<file path="src/rtl/lfa_pkg.sv">
package lfa_pkg;

  localparam int unsigned LFA_WORD_W = 32;
  localparam int unsigned LFA_BE_W   = LFA_WORD_W / 8;

  typedef enum logic {
    XF_IDLE = 1'b0,
    XF_OPEN = 1'b1
  } xfer_state_e;

  typedef struct packed {
    logic                is_line;
    logic                wide;
    logic [LFA_BE_W-1:0] be;
  } lfa_req_t;

endpackage

</file>
<file path="src/rtl/lfa_beat_ctrl.sv">
module lfa_beat_ctrl
  import lfa_pkg::*;
#(
  parameter int unsigned LINE_WORDS = 8
) (
  input  logic     clk,
  input  logic     rst_n,
  input  logic     req_valid,
  input  lfa_req_t req_in,
  input  logic     rd_ack,
  output lfa_req_t cur_req,
  output logic     cap,
  output logic     done,
  output logic     err_idle
);

  localparam int unsigned CNT_W = $clog2(LINE_WORDS);
  localparam int unsigned TOT_W = CNT_W + 1;
  localparam logic [TOT_W-1:0] BEATS_NARROW = TOT_W'(LINE_WORDS);
  localparam logic [TOT_W-1:0] BEATS_WIDE   = TOT_W'(LINE_WORDS / 2);

  xfer_state_e      state_q, state_d;
  logic [CNT_W-1:0] cnt_q, cnt_d;
  lfa_req_t         req_q, req_d;
  logic             done_q, done_d;
  logic             err_q, err_d;
  logic [TOT_W-1:0] total;
  logic             last;
  logic             accept;

  always_comb begin
    if (!req_q.is_line)   total = TOT_W'(1);
    else if (req_q.wide)  total = BEATS_WIDE;
    else                  total = BEATS_NARROW;
  end

  assign cap    = rd_ack && (state_q == XF_OPEN);
  assign last   = cap && ({1'b0, cnt_q} == (total - TOT_W'(1)));
  assign accept = req_valid && ((state_q == XF_IDLE) || last);

  always_comb begin
    state_d = state_q;
    cnt_d   = cnt_q;
    req_d   = req_q;
    if (cap) cnt_d = cnt_q + CNT_W'(1);
    if (last) state_d = XF_IDLE;
    if (accept) begin
      state_d = XF_OPEN;
      cnt_d   = '0;
      req_d   = req_in;
    end
    done_d = last;
    err_d  = rd_ack && (state_q == XF_IDLE);
  end

  always_ff @(posedge clk or negedge rst_n) begin
    if (!rst_n) begin
      state_q <= XF_IDLE;
      cnt_q   <= '0;
      req_q   <= '0;
      done_q  <= 1'b0;
      err_q   <= 1'b0;
    end else begin
      state_q <= state_d;
      cnt_q   <= cnt_d;
      req_q   <= req_d;
      done_q  <= done_d;
      err_q   <= err_d;
    end
  end

  assign cur_req  = req_q;
  assign done     = done_q;
  assign err_idle = err_q;

  p_cnt_bound_r6: assert property (@(posedge clk) disable iff (!rst_n)
    (state_q == XF_OPEN) |-> ({1'b0, cnt_q} < total));

  p_open_from_zero_r2: assert property (@(posedge clk) disable iff (!rst_n)
    $rose(state_q == XF_OPEN) |-> (cnt_q == '0));

  p_done_needs_ack_r8: assert property (@(posedge clk) disable iff (!rst_n)
    done_q |-> $past(rd_ack));

  p_err_not_done_r9: assert property (@(posedge clk) disable iff (!rst_n)
    !(done_q && err_q));

  p_single_one_beat_r3: assert property (@(posedge clk) disable iff (!rst_n)
    ((state_q == XF_OPEN) && !req_q.is_line) |-> (cnt_q == '0));

endmodule

</file>
<file path="src/rtl/lfa_lane_sel.sv">
module lfa_lane_sel
  import lfa_pkg::*;
#(
  parameter int unsigned WORD_W = LFA_WORD_W
) (
  input  logic [2*WORD_W-1:0] rd_data,
  input  logic                odd_word,
  input  logic [WORD_W/8-1:0] be,
  output logic [WORD_W-1:0]   hi_word,
  output logic [WORD_W-1:0]   lo_word,
  output logic [WORD_W-1:0]   masked_word
);

  localparam int unsigned NBYTES = WORD_W / 8;

  logic [WORD_W-1:0] picked;

  assign hi_word = rd_data[2*WORD_W-1:WORD_W];
  assign lo_word = rd_data[WORD_W-1:0];
  assign picked  = odd_word ? lo_word : hi_word;

  for (genvar k = 0; k < NBYTES; k++) begin : g_byte
    assign masked_word[8*k +: 8] = be[k] ? picked[8*k +: 8] : 8'h00;
  end

endmodule

</file>
<file path="src/rtl/lfa_line_buf.sv">
module lfa_line_buf
  import lfa_pkg::*;
#(
  parameter int unsigned LINE_WORDS = 8,
  parameter int unsigned WORD_W     = LFA_WORD_W,
  parameter int unsigned AW         = $clog2(LINE_WORDS)
) (
  input  logic                         clk,
  input  logic                         rst_n,
  input  logic                         wr_en,
  input  logic                         wide,
  input  logic [AW-1:0]                waddr,
  input  logic [WORD_W-1:0]            hi_word,
  input  logic [WORD_W-1:0]            lo_word,
  output logic [LINE_WORDS*WORD_W-1:0] line_out
);

  logic [LINE_WORDS-1:0]          we;
  logic [LINE_WORDS*WORD_W-1:0]   line_q, line_d;

  for (genvar i = 0; i < LINE_WORDS; i++) begin : g_word
    localparam logic [AW-1:0] IDX = AW'(i);
    logic [WORD_W-1:0] src;

    assign we[i] = wr_en && (wide ? (waddr[AW-1:1] == IDX[AW-1:1])
                                  : (waddr == IDX));

    if (i % 2 == 0) begin : g_even
      assign src = hi_word;
    end else begin : g_odd
      assign src = lo_word;
    end

    assign line_d[i*WORD_W +: WORD_W] = we[i] ? src : line_q[i*WORD_W +: WORD_W];
  end

  always_ff @(posedge clk or negedge rst_n) begin
    if (!rst_n) line_q <= '0;
    else        line_q <= line_d;
  end

  assign line_out = line_q;

  p_narrow_one_word_r5: assert property (@(posedge clk) disable iff (!rst_n)
    (wr_en && !wide) |-> ($countones(we) == 1));

  p_wide_pair_r6: assert property (@(posedge clk) disable iff (!rst_n)
    (wr_en && wide) |-> ($countones(we) == 2 && we[{waddr[AW-1:1], 1'b0}]));

  p_line_quiet_r11: assert property (@(posedge clk) disable iff (!rst_n)
    !wr_en |=> $stable(line_q));

endmodule

</file>
<file path="src/rtl/line_fill_asm.sv">
module line_fill_asm
  import lfa_pkg::*;
#(
  parameter int unsigned LINE_WORDS = 8,
  parameter int unsigned WORD_W     = LFA_WORD_W,
  parameter int unsigned AW         = $clog2(LINE_WORDS)
) (
  input  logic                         clk,
  input  logic                         rst_n,
  input  logic                         req_valid,
  input  logic                         req_line,
  input  logic                         req_wide,
  input  logic [WORD_W/8-1:0]          req_be,
  input  logic                         rd_ack,
  input  logic [2*WORD_W-1:0]          rd_data,
  input  logic [AW-1:0]                rd_waddr,
  output logic [LINE_WORDS*WORD_W-1:0] line_out,
  output logic [WORD_W-1:0]            word_out,
  output logic                         done,
  output logic                         err_idle_ack
);

  lfa_req_t          req_in, cur_req;
  logic              cap;
  logic [WORD_W-1:0] hi_word, lo_word, masked_word;
  logic [WORD_W-1:0] word_q, word_d;
  logic              line_we, word_we;

  assign req_in = '{is_line: req_line, wide: req_wide, be: req_be};

  lfa_beat_ctrl #(.LINE_WORDS(LINE_WORDS)) u_ctrl (
    .clk      (clk),
    .rst_n    (rst_n),
    .req_valid(req_valid),
    .req_in   (req_in),
    .rd_ack   (rd_ack),
    .cur_req  (cur_req),
    .cap      (cap),
    .done     (done),
    .err_idle (err_idle_ack)
  );

  lfa_lane_sel #(.WORD_W(WORD_W)) u_lane (
    .rd_data    (rd_data),
    .odd_word   (rd_waddr[0]),
    .be         (cur_req.be),
    .hi_word    (hi_word),
    .lo_word    (lo_word),
    .masked_word(masked_word)
  );

  assign line_we = cap && cur_req.is_line;
  assign word_we = cap && !cur_req.is_line;

  lfa_line_buf #(.LINE_WORDS(LINE_WORDS), .WORD_W(WORD_W), .AW(AW)) u_buf (
    .clk     (clk),
    .rst_n   (rst_n),
    .wr_en   (line_we),
    .wide    (cur_req.wide),
    .waddr   (rd_waddr),
    .hi_word (hi_word),
    .lo_word (lo_word),
    .line_out(line_out)
  );

  always_comb begin
    word_d = word_q;
    if (word_we) word_d = masked_word;
  end

  always_ff @(posedge clk or negedge rst_n) begin
    if (!rst_n) word_q <= '0;
    else        word_q <= word_d;
  end

  assign word_out = word_q;

  p_word_quiet_r11: assert property (@(posedge clk) disable iff (!rst_n)
    !rd_ack |=> ($stable(word_out) && $stable(line_out)));

  p_idle_ack_harmless_r9: assert property (@(posedge clk) disable iff (!rst_n)
    err_idle_ack |-> ($stable(word_out) && $stable(line_out)));

endmodule

</file>
<file path="config.mk">
export PLATFORM = sky130hd
export DESIGN_NAME = line_fill_asm
export DESIGN_NICKNAME = d
export VERILOG_FILES = /design/src/rtl/lfa_pkg.sv /design/src/rtl/lfa_beat_ctrl.sv /design/src/rtl/lfa_lane_sel.sv /design/src/rtl/lfa_line_buf.sv /design/src/rtl/line_fill_asm.sv
export SDC_FILE = /design/constraint.sdc
export NUM_CORES = 1
export LEC_CHECK = 0
export BUFFER_PORTS_ARGS = -buffer_cell sky130_fd_sc_hd__buf_2
export CAP_MARGIN = 20
export CORE_MARGIN = 2
export CORE_UTILIZATION = 50
export DETAILED_ROUTE_END_ITERATION = 7
export GPL_TIMING_DRIVEN = 0
export PLACE_DENSITY = 0.78
export SLEW_MARGIN = 40
export SYNTH_ARGS = -nofsm -noshare
export SYNTH_HDL_FRONTEND = slang
export SYNTH_SLANG_ARGS = --single-unit
</file>
<file path="constraint.sdc">
create_clock -name clk -period 2.7 [get_ports clk]
set_input_delay 0.54 -clock clk [delete_from_list [all_inputs] [get_ports clk]]
set_output_delay 0.54 -clock clk [all_outputs]
set_load 0.01 [all_outputs]
</file>
* After elaboration in Yosys (flattened, before gate mapping) *
Cells that the tools add are included.

operators by class
  add/sub/neg operators = 2
  multiply operators = 0
  divide/modulo/power cells = 0
  magnitude comparators = 0
  equal/unequal tests = 11
  shifts and indexed selects = 0
  mux-type cells = 19
  bitwise logic cells = 1
  reduce and logical (&&, ||, !) cells = 20

operator list
  operator               number
  $mux W32               1
  $mux W8                4
  $logic_and A1 B1 Y1    14
  $eq A3 B3 Y1 const B   4
  $mux W1                10
  $mux W4                2
  $eq A3 B2 Y1 const B   2
  $mux W3                2
  $eq A2 B2 Y1 const B   2
  $eq A3 B4 Y1           1
  $reduce_bool A2 Y1     2
  $sub A4 B1 Y4 const B  1
  $add A3 B1 Y3 const B  1
  $eq A3 B1 Y1 const B   1
  $logic_not A3 Y1       1
  $eq A2 B1 Y1 const B   1
  $logic_not A2 Y1       1
  $logic_not A1 Y1       1
  $logic_or A1 B1 Y1     1
  $not A1 Y1             1

word-level totals
  register bits = 300
  latch bits = 0
  memory bits (writable) = 0
  ROM bits = 0
  logic and storage cells = 69
  memories = 0

* Longest topological paths before layout *
Gate-level depths: netlist of the first run.

  depth after elaboration = 8
  depth in mapped cells = 7
  mapped depth without buffers = 4

* Hierarchy *
Synthesis of the first run repeated with hierarchy kept, for this count alone.

second synthesis, totals
  cells, all modules = 825
  area, all modules = 12679.7 um2

by module, submodules not included
  module         instances  cells each  area each (um2)  seq. area each (um2)
  lfa_line_buf   1          551         9555.4           6406.1
  line_fill_asm  1          70          1366.3           800.8
  lfa_lane_sel   1          132         1072.3           0.0
  lfa_beat_ctrl  1          72          685.7            300.3

* Least setup slack after synthesis of the first run *
No wires, ideal clock.

  kind = input to register
  start point = input rd_waddr[0]
  end point = register u_buf.line_q[0], in the netlist u_buf.line_out[0]
  setup time = 0.125 ns
  arrival time = 1.707 ns
  setup slack = 0.868 ns
  stages on the path = 7
  buffers on the path = 3
  cells stage by stage = buf_2 inv_1 o21ai_2 or3_1 buf_6 buf_6 mux2_4

between the ends
  word-level cells in the longest chain between the ends = 3

RTL lines
  what                  line                 source
  start, declared       line_fill_asm.sv:16  input logic [AW-1:0] rd_waddr,
  $logic_not A3 Y1      lfa_line_buf.sv:26   : (waddr == IDX));
  $mux W1               lfa_line_buf.sv:25   assign we[i] = wr_en && (wide ? (waddr[AW-1:1] == IDX[AW-1:1])
  $logic_and A1 B1 Y1   lfa_line_buf.sv:25
  end signal, assigned  lfa_line_buf.sv:39   else line_q <= line_d;
  end, declared         lfa_line_buf.sv:19   logic [LINE_WORDS*WORD_W-1:0] line_q, line_d;

No other way between the ends.
A chain may end at the register's enable or synchronous reset.

* Worst setup path in the final report of the first run *
  start point = register u_ctrl.state_q
  end point = register u_buf.line_q[169], in the netlist u_buf.line_out[169]

between the ends
  word-level cells in the longest chain between the ends = 3

RTL lines
  what                    line                 source
  start, declared         lfa_beat_ctrl.sv:22  xfer_state_e state_q, state_d;
  start signal, assigned  lfa_beat_ctrl.sv:64  state_q <= state_d;
  $logic_and A1 B1 Y1     lfa_beat_ctrl.sv:37  assign cap = rd_ack && (state_q == XF_OPEN);
  $logic_and A1 B1 Y1     line_fill_asm.sv:52  assign line_we = cap && cur_req.is_line;
  $logic_and A1 B1 Y1     lfa_line_buf.sv:25

No other way between the ends.

==> reports/qor.yml, run 1 <==
status:
  status: "finished clean"
routing:
  vias: 7851
  viasPerCell: 5.30
  first_iter_violations: 371
  wl_per_cell_microns: 22.0
  drc: 0
  drt_first_pass_iters: 7
  ant_nets: 0
  drt-total-wl_microns: 32500
setup_path:
  critPathArrivalTime_ps: 2690
  path_depth: 5
  crit_type: "flop to flop"
  worst-path-max-fanout: 10
  max_stage_delay_ps: 510
  crit_buf_inv: 1
  cpLargestDelayFamily: "simple AND/OR/NAND/NOR gates"
  reg2reg_depth: 5
  worstPathRequired_ps: 3130
  path_cells: "and3_1 > o21ai_2 > nor2_1 > buf_2 > mux2_2"
  crit_path_start_kind: "flop"
  end_kind: "flop"
  crit_slowest_cell: "nor2_1"
final_layout:
  syn2layout_area_growth_pct: 28.3
  fin_area_sq_mm: 0.0153
  final_layout_size_suffix_gt1_frac: 0.614
  nNetsFinal: 1216
synth:
  netlist_area_sq_mm: 0.0119
  ys_ff_latch: 300
  synth_ff_type: "dfrtp_1"
  synth_warnings: 0
  async_flop_share: 1.00
  syn-instance-count: 736
  syn_nets: 814
  synth_compound_area_frac: 0.0309
  synth_top_family_by_area: "multiplexers"
  yosys.area_share.simple: 0.0197
  synth_edf_count: 0
  synth_area_leader_cell: "dfrtp_1"
  yosysMostFrequentCell: "dfrtp_1"
  yosys-top-cells-area: "dfrtp_1, mux2_2, mux2_4, mux2i_1, a22o_1"
  synth_xor_xnor_area_share: 0.000736
  synth_fa_ha_area_frac: 0.00105
  ys_top_cells_by_count: "dfrtp_1, mux2_2, mux2_4"
  seq_area_frac_synth: 0.631
  syn_avg_cell_area_sq_um: 16.2
  yosysTopAreaCellShare: 0.631
  synthMuxAreaShare: 0.296
  synth_cell_types: 30
floorplan:
  die_h_microns: 158
  die_x_microns: 158
  core-area_sq_mm: 0.0234
  row_count: 56
  start_util: 0.508
  die-area_sq_mm: 0.0250
  boundaryPins: 367
clock_network:
  max-clock-path-buffers: 3
  insertion_delay_ps: 550
  cts_tree: "built"
  numCtsBuffers: 30
  htree_levels: 1
  cts_resized: 0
  cts.sinks: 300
  postCtsSetupBuffers: 0
  hold_buffers: 1
  cts_root_buf: "clkbuf_16"
  clkSlewWorstSetupHoldPaths_ps: 60
place:
  place_congestion: 0.807
  dpl.hpwl_microns: 23400
  placed_cell_area_sq_mm: 0.0142
  port_buffers: 365
timing:
  fmax_mhz: 443
  slew_headroom: 0.442
  finalHoldViolCount: 0
  worst_slew_pin_slew_ps: 837
  clock-skew-final_ps: 9.68
  setup_viol_count_final: 0
  slew_violations: 0
  holdWs_ps: 220
  period_minus_slack_ps: 2260
  rsz0062_at_grt: "no"
  finalCritPeriodShare: 0.835
power_and_ir_drop:
  power_mw: 19.2
  peakVddDrop_mv: 0.817
  power_density_mw_per_mm2: 1260
  static-leakage-power_nw: 7.82
global_route:
  grt_max_degree: 78
  track_usage: 0.256
  grt-ovfl-total: 0
  grt_pass1_vias: 8245
  grt_pass1_wl_microns: 48600
  antenna_found_initial: 1
job:
  drv_cap: 0
min_path:
  hold-path-cell-count: 2
  min_path_type: "primary input to flop"
[power breakdown]
group	leakage [nW]	internal (mW)	switching, mW	total, mW
clock	0.494	2.48	1.72	4.20
combinational	3.65	3.62	3.43	7.05
sequential	3.68	6.71	1.21	7.92
[per-layer routing]
layer / global-route usage / wire length, microns / up-vias
met1: 0.322 / 13200 / 4040
met4: 0.0824 / 888 / 0
met2: 0.440 / 16000 / 316
met5: 0 / 0 / -
li1: - / - / 3431
met3: 0.0599 / 2420 / 64
[worst paths after layout]
check / startpoint / end / slack (ps)
min in group asynchronous: rst_n / u_buf.line_out[217] / 490
max reg2reg: u_ctrl.state_q / u_buf.line_out[169] / 440
min: req_be[2] / u_ctrl.cur_req[2] / 220
min reg2reg: word_out[21] / word_out[21] / 500
max in group asynchronous: rst_n / word_out[13] / 1190
max: u_ctrl.state_q / u_buf.line_out[169] / 440
[area by class of cell]
class	instances	area (sq um)
clock inverters	6	60.1
well taps	319	399
clock buffers	48	950
multi-input cells	392	4140
flip-flops and latches	300	7510
diodes	2	5.00
inverters	3	11.3
repair buffers	370	1960
fillers	1774	8130
plain buffers	41	239
[worst reg2reg max path, stage by stage, from the launching register on]
cell	delay, ps
dfrtp_1	480
and3_1	250
o21ai_2	90
nor2_1	510
buf_2	430
mux2_2	380
[state kept, by name (all words and copies together) (netlist names)]
name             count
u_buf.line_out     256
word_out            32
u_ctrl.cur_req       6
u_ctrl.cnt_q         3
u_ctrl.done          1
u_ctrl.err_idle      1
u_ctrl.state_q       1
[metrics by stage]
stage	util	TNS, ps	setup slack [ps]	cells
floorplan	-	0	868	736
global placement	0.604	-1325770	-4450	1420
detailed placement	0.609	0	235	1424
CTS	0.652	0	418	1479
global route	0.652	0	324	1480
finish	0.652	0	445	1481
[cells by family (layout without fill, tap and decap cells)]
group,count (synthesis),after routing
xor gates and xnor gates,1,1
AOI/OAI and AO/OA,42,42
other,0,2
muxes,294,294
adders and majority gates,1,1
and+or+nand+nor,54,54
DFF,300,300
buffers and inverters,44,468
[cells in the final DEF, fill, tap and decap left out, drive strengths merged]
| cell | netlist | routed |
|---|---|---|
| bufinv | 0 | 1 |
| buf | 33 | 402 |
| clkinv | 0 | 3 |
| clkinvlp | 0 | 2 |
| or3 | 3 | 3 |
| diode | 0 | 2 |
| nand2b | 2 | 2 |
| a21boi | 1 | 1 |
| and2 | 1 | 1 |
| a211oi | 1 | 1 |
| ha | 1 | 1 |
| mux2 | 262 | 262 |
| clkbuf | 8 | 56 |
| dfrtp | 300 | 300 |
| nand2 | 3 | 3 |
| o2111ai | 1 | 1 |
| nor2 | 38 | 38 |
| and2b | 1 | 1 |
| or2 | 1 | 1 |
| a221oi | 1 | 1 |
| a21oi | 1 | 1 |
| or2b | 1 | 1 |
| nand3 | 3 | 3 |
| inv | 3 | 3 |
| o21ai | 5 | 5 |
| dlygate4sd3 | 0 | 1 |
| a22o | 32 | 32 |
| and3 | 1 | 1 |
| mux2i | 32 | 32 |
| xnor2 | 1 | 1 |
(Power assumes the default switching activity.)
==> inputs of run 2 (changes only) <==
==> constraint.sdc (replaced) <==
create_clock -name clk -period 2.1 [get_ports clk]
set_input_delay 0.42 -clock clk [delete_from_list [all_inputs] [get_ports clk]]
set_output_delay 0.42 -clock clk [all_outputs]
set_load 0.01 [all_outputs]
==> reports/qor.yml, run 2 (synthesis results as in run 1) <==
floorplan:
  core-area_sq_mm: 0.0234
  row_count: 56
  boundaryPins: 367
  die_h_microns: 158
  die-area_sq_mm: 0.0250
  start_util: 0.508
  die_x_microns: 158
setup_path:
  crit_start: "u_ctrl.state_q"
  crit_slowest_cell: "dfrtp_1"
  crit_type: "flop to flop"
  max_stage_delay_ps: 480
  worstPathRequired_ps: 2530
  path_cells: "and3_1 > o21ai_2 > nor2_2 > buf_2 > mux2_2"
  worst-path-max-fanout: 10
  reg2reg_from: "u_ctrl.state_q"
  critPathArrivalTime_ps: 2500
  end_kind: "flop"
  crit_path_start_kind: "flop"
timing:
  worst_slew_pin_slew_ps: 844
  rsz0062_at_grt: "yes"
  setup_viol_count_final: 0
  clock-skew-final_ps: 9.74
  setup-tns-final_ps: 0
  slew_violations: 0
  finalCritPeriodShare: 0.990
  finalHoldViolCount: 0
  holdWs_ps: 100
  fmax_mhz: 481
  period_minus_slack_ps: 2080
  slew_headroom: 0.437
routing:
  wl_per_cell_microns: 22.0
  vias: 7837
  first_iter_violations: 365
  drc: 0
  ant_nets: 0
  drt_first_pass_iters: 5
  drt-total-wl_microns: 32500
  viasPerCell: 5.30
global_route:
  track_usage: 0.256
  use_met1: 0.323
  grt_pass1_wl_microns: 48700
  grt_max_degree: 78
  grt_pass1_vias: 8244
  grt_use_met2: 0.440
  grt-ovfl-total: 0
  antenna_found_initial: 1
  use_met3: 0.0599
  busiest_layer: "met2"
final_layout:
  nNetsFinal: 1215
  final_cell_mix: "buf_2, dfrtp_1, mux2_2"
  syn2layout_area_growth_pct: 28.6
  final_layout_size_suffix_gt1_frac: 0.624
  final_cells: 1480
  largest_register_ffs: 256
  mostFrequentLayoutCell: "buf_2"
clock_network:
  cts_tree: "built"
  postCtsSetupBuffers: 0
  htree_levels: 1
  insertion_delay_ps: 550
  max-clock-path-buffers: 3
  cts_root_buf: "clkbuf_16"
  clkSlewWorstSetupHoldPaths_ps: 60
  numCtsBuffers: 30
  cts.sinks: 300
power_and_ir_drop:
  power.switching_mw: 8.18
  swShare: 0.332
  static-leakage-power_nw: 7.83
  p_clk_frac: 0.219
  pwr-share-comb: 0.368
  power_density_mw_per_mm2: 1610
  seqPwrFrac: 0.413
  internal_power_mw: 16.5
  peakVddDrop_mv: 1.05
status:
  status: "finished clean"
place:
  port_buffers: 365
  placed_cells: 1424
  dpl.hpwl_microns: 23400
  place_congestion: 0.807
min_path:
  min_path_type: "primary input to flop"
  min_from: "req_be[2]"
job:
  drv_cap: 0
-- run 2: changes by cell type in the layout (fill, tap and decap cells not counted) --
cell      change
clkbuf_2      +4
buf_4         +2
buf_1         -1
clkbuf_1      -5
nor2_2        +6
buf_2         -4
clkbuf_4      +3
nor2_1        -6
-- run 2: power groups by stage --
stage / Clock (mW) / Sequential, mW / Combinational [mW]
2_1_floorplan: 0 / 11.4 / 3.59
3_3_place_gp: 0 / 10.0 / 8.91
3_5_place_dp: 0 / 10.2 / 9.15
4_1_cts: 5.49 / 10.2 / 9.20
5_1_grt: 5.72 / 10.5 / 9.78
6_report: 5.40 / 10.2 / 9.09
-- run 2: metrics by stage --
stage | util | power, mW | setup slack [ps] | cell area [sq um]
after global placement | 0.604 | 19.0 | -4930 | 14100
after floorplan | - | 15.0 | 345 | 11900
after global routing | 0.654 | 26.0 | -68.6 | 15300
after detailed placement | 0.609 | 19.3 | -245 | 14200
final | 0.654 | 24.7 | 21.4 | 15300
after CTS | 0.653 | 24.9 | -2.88 | 15300
-- run 2: layout make-up --
| cell class | count | area (sq um) |
|---|---|---|
| timing repair buffer | 370 | 1960 |
| inverter | 3 | 11.3 |
| sequential | 300 | 7510 |
| tap | 319 | 399 |
| clock inverter | 6 | 60.1 |
| antenna | 2 | 5.00 |
| clock buffer | 48 | 950 |
| fill | 1773 | 8100 |
| buffer | 40 | 254 |
| multi-input combinational | 392 | 4160 |
-- run 2: routing by layer --
| metal | wire length, microns | vias up |
|---|---|---|
| li1 | - | 3419 |
| met2 | 16100 | 329 |
| met1 | 13100 | 4027 |
| met4 | 906 | 0 |
| met5 | 0 | - |
| met3 | 2510 | 62 |
-- run 2: critical path, delay by kind of cell, from the launching register on --
family	cells	cell delay, ps
simple gates	2	610
flops	1	480
mux	1	390
buf+inv	1	370
compound gates	1	110
-- run 2: what timing repair did --
item                                    in CTS  in global routing
gates resized for setup                     10                  8
endpoints found under the setup margin     117                111
endpoints found under the hold margin       47                  0
hold buffers                                 1                  0
-- run 2: worst paths after layout --
kind | endpoint | slack, ps | cells past startpoint
max in group asynchronous | u_buf.line_out[109] | 710 | 4
min reg2reg | u_buf.line_out[6] | 500 | 1
max | u_buf.line_out[189] | 20 | 5
min | u_ctrl.cur_req[2] | 100 | 2
max reg2reg | u_buf.line_out[189] | 20 | 5
min in group asynchronous | u_buf.line_out[217] | 380 | 2
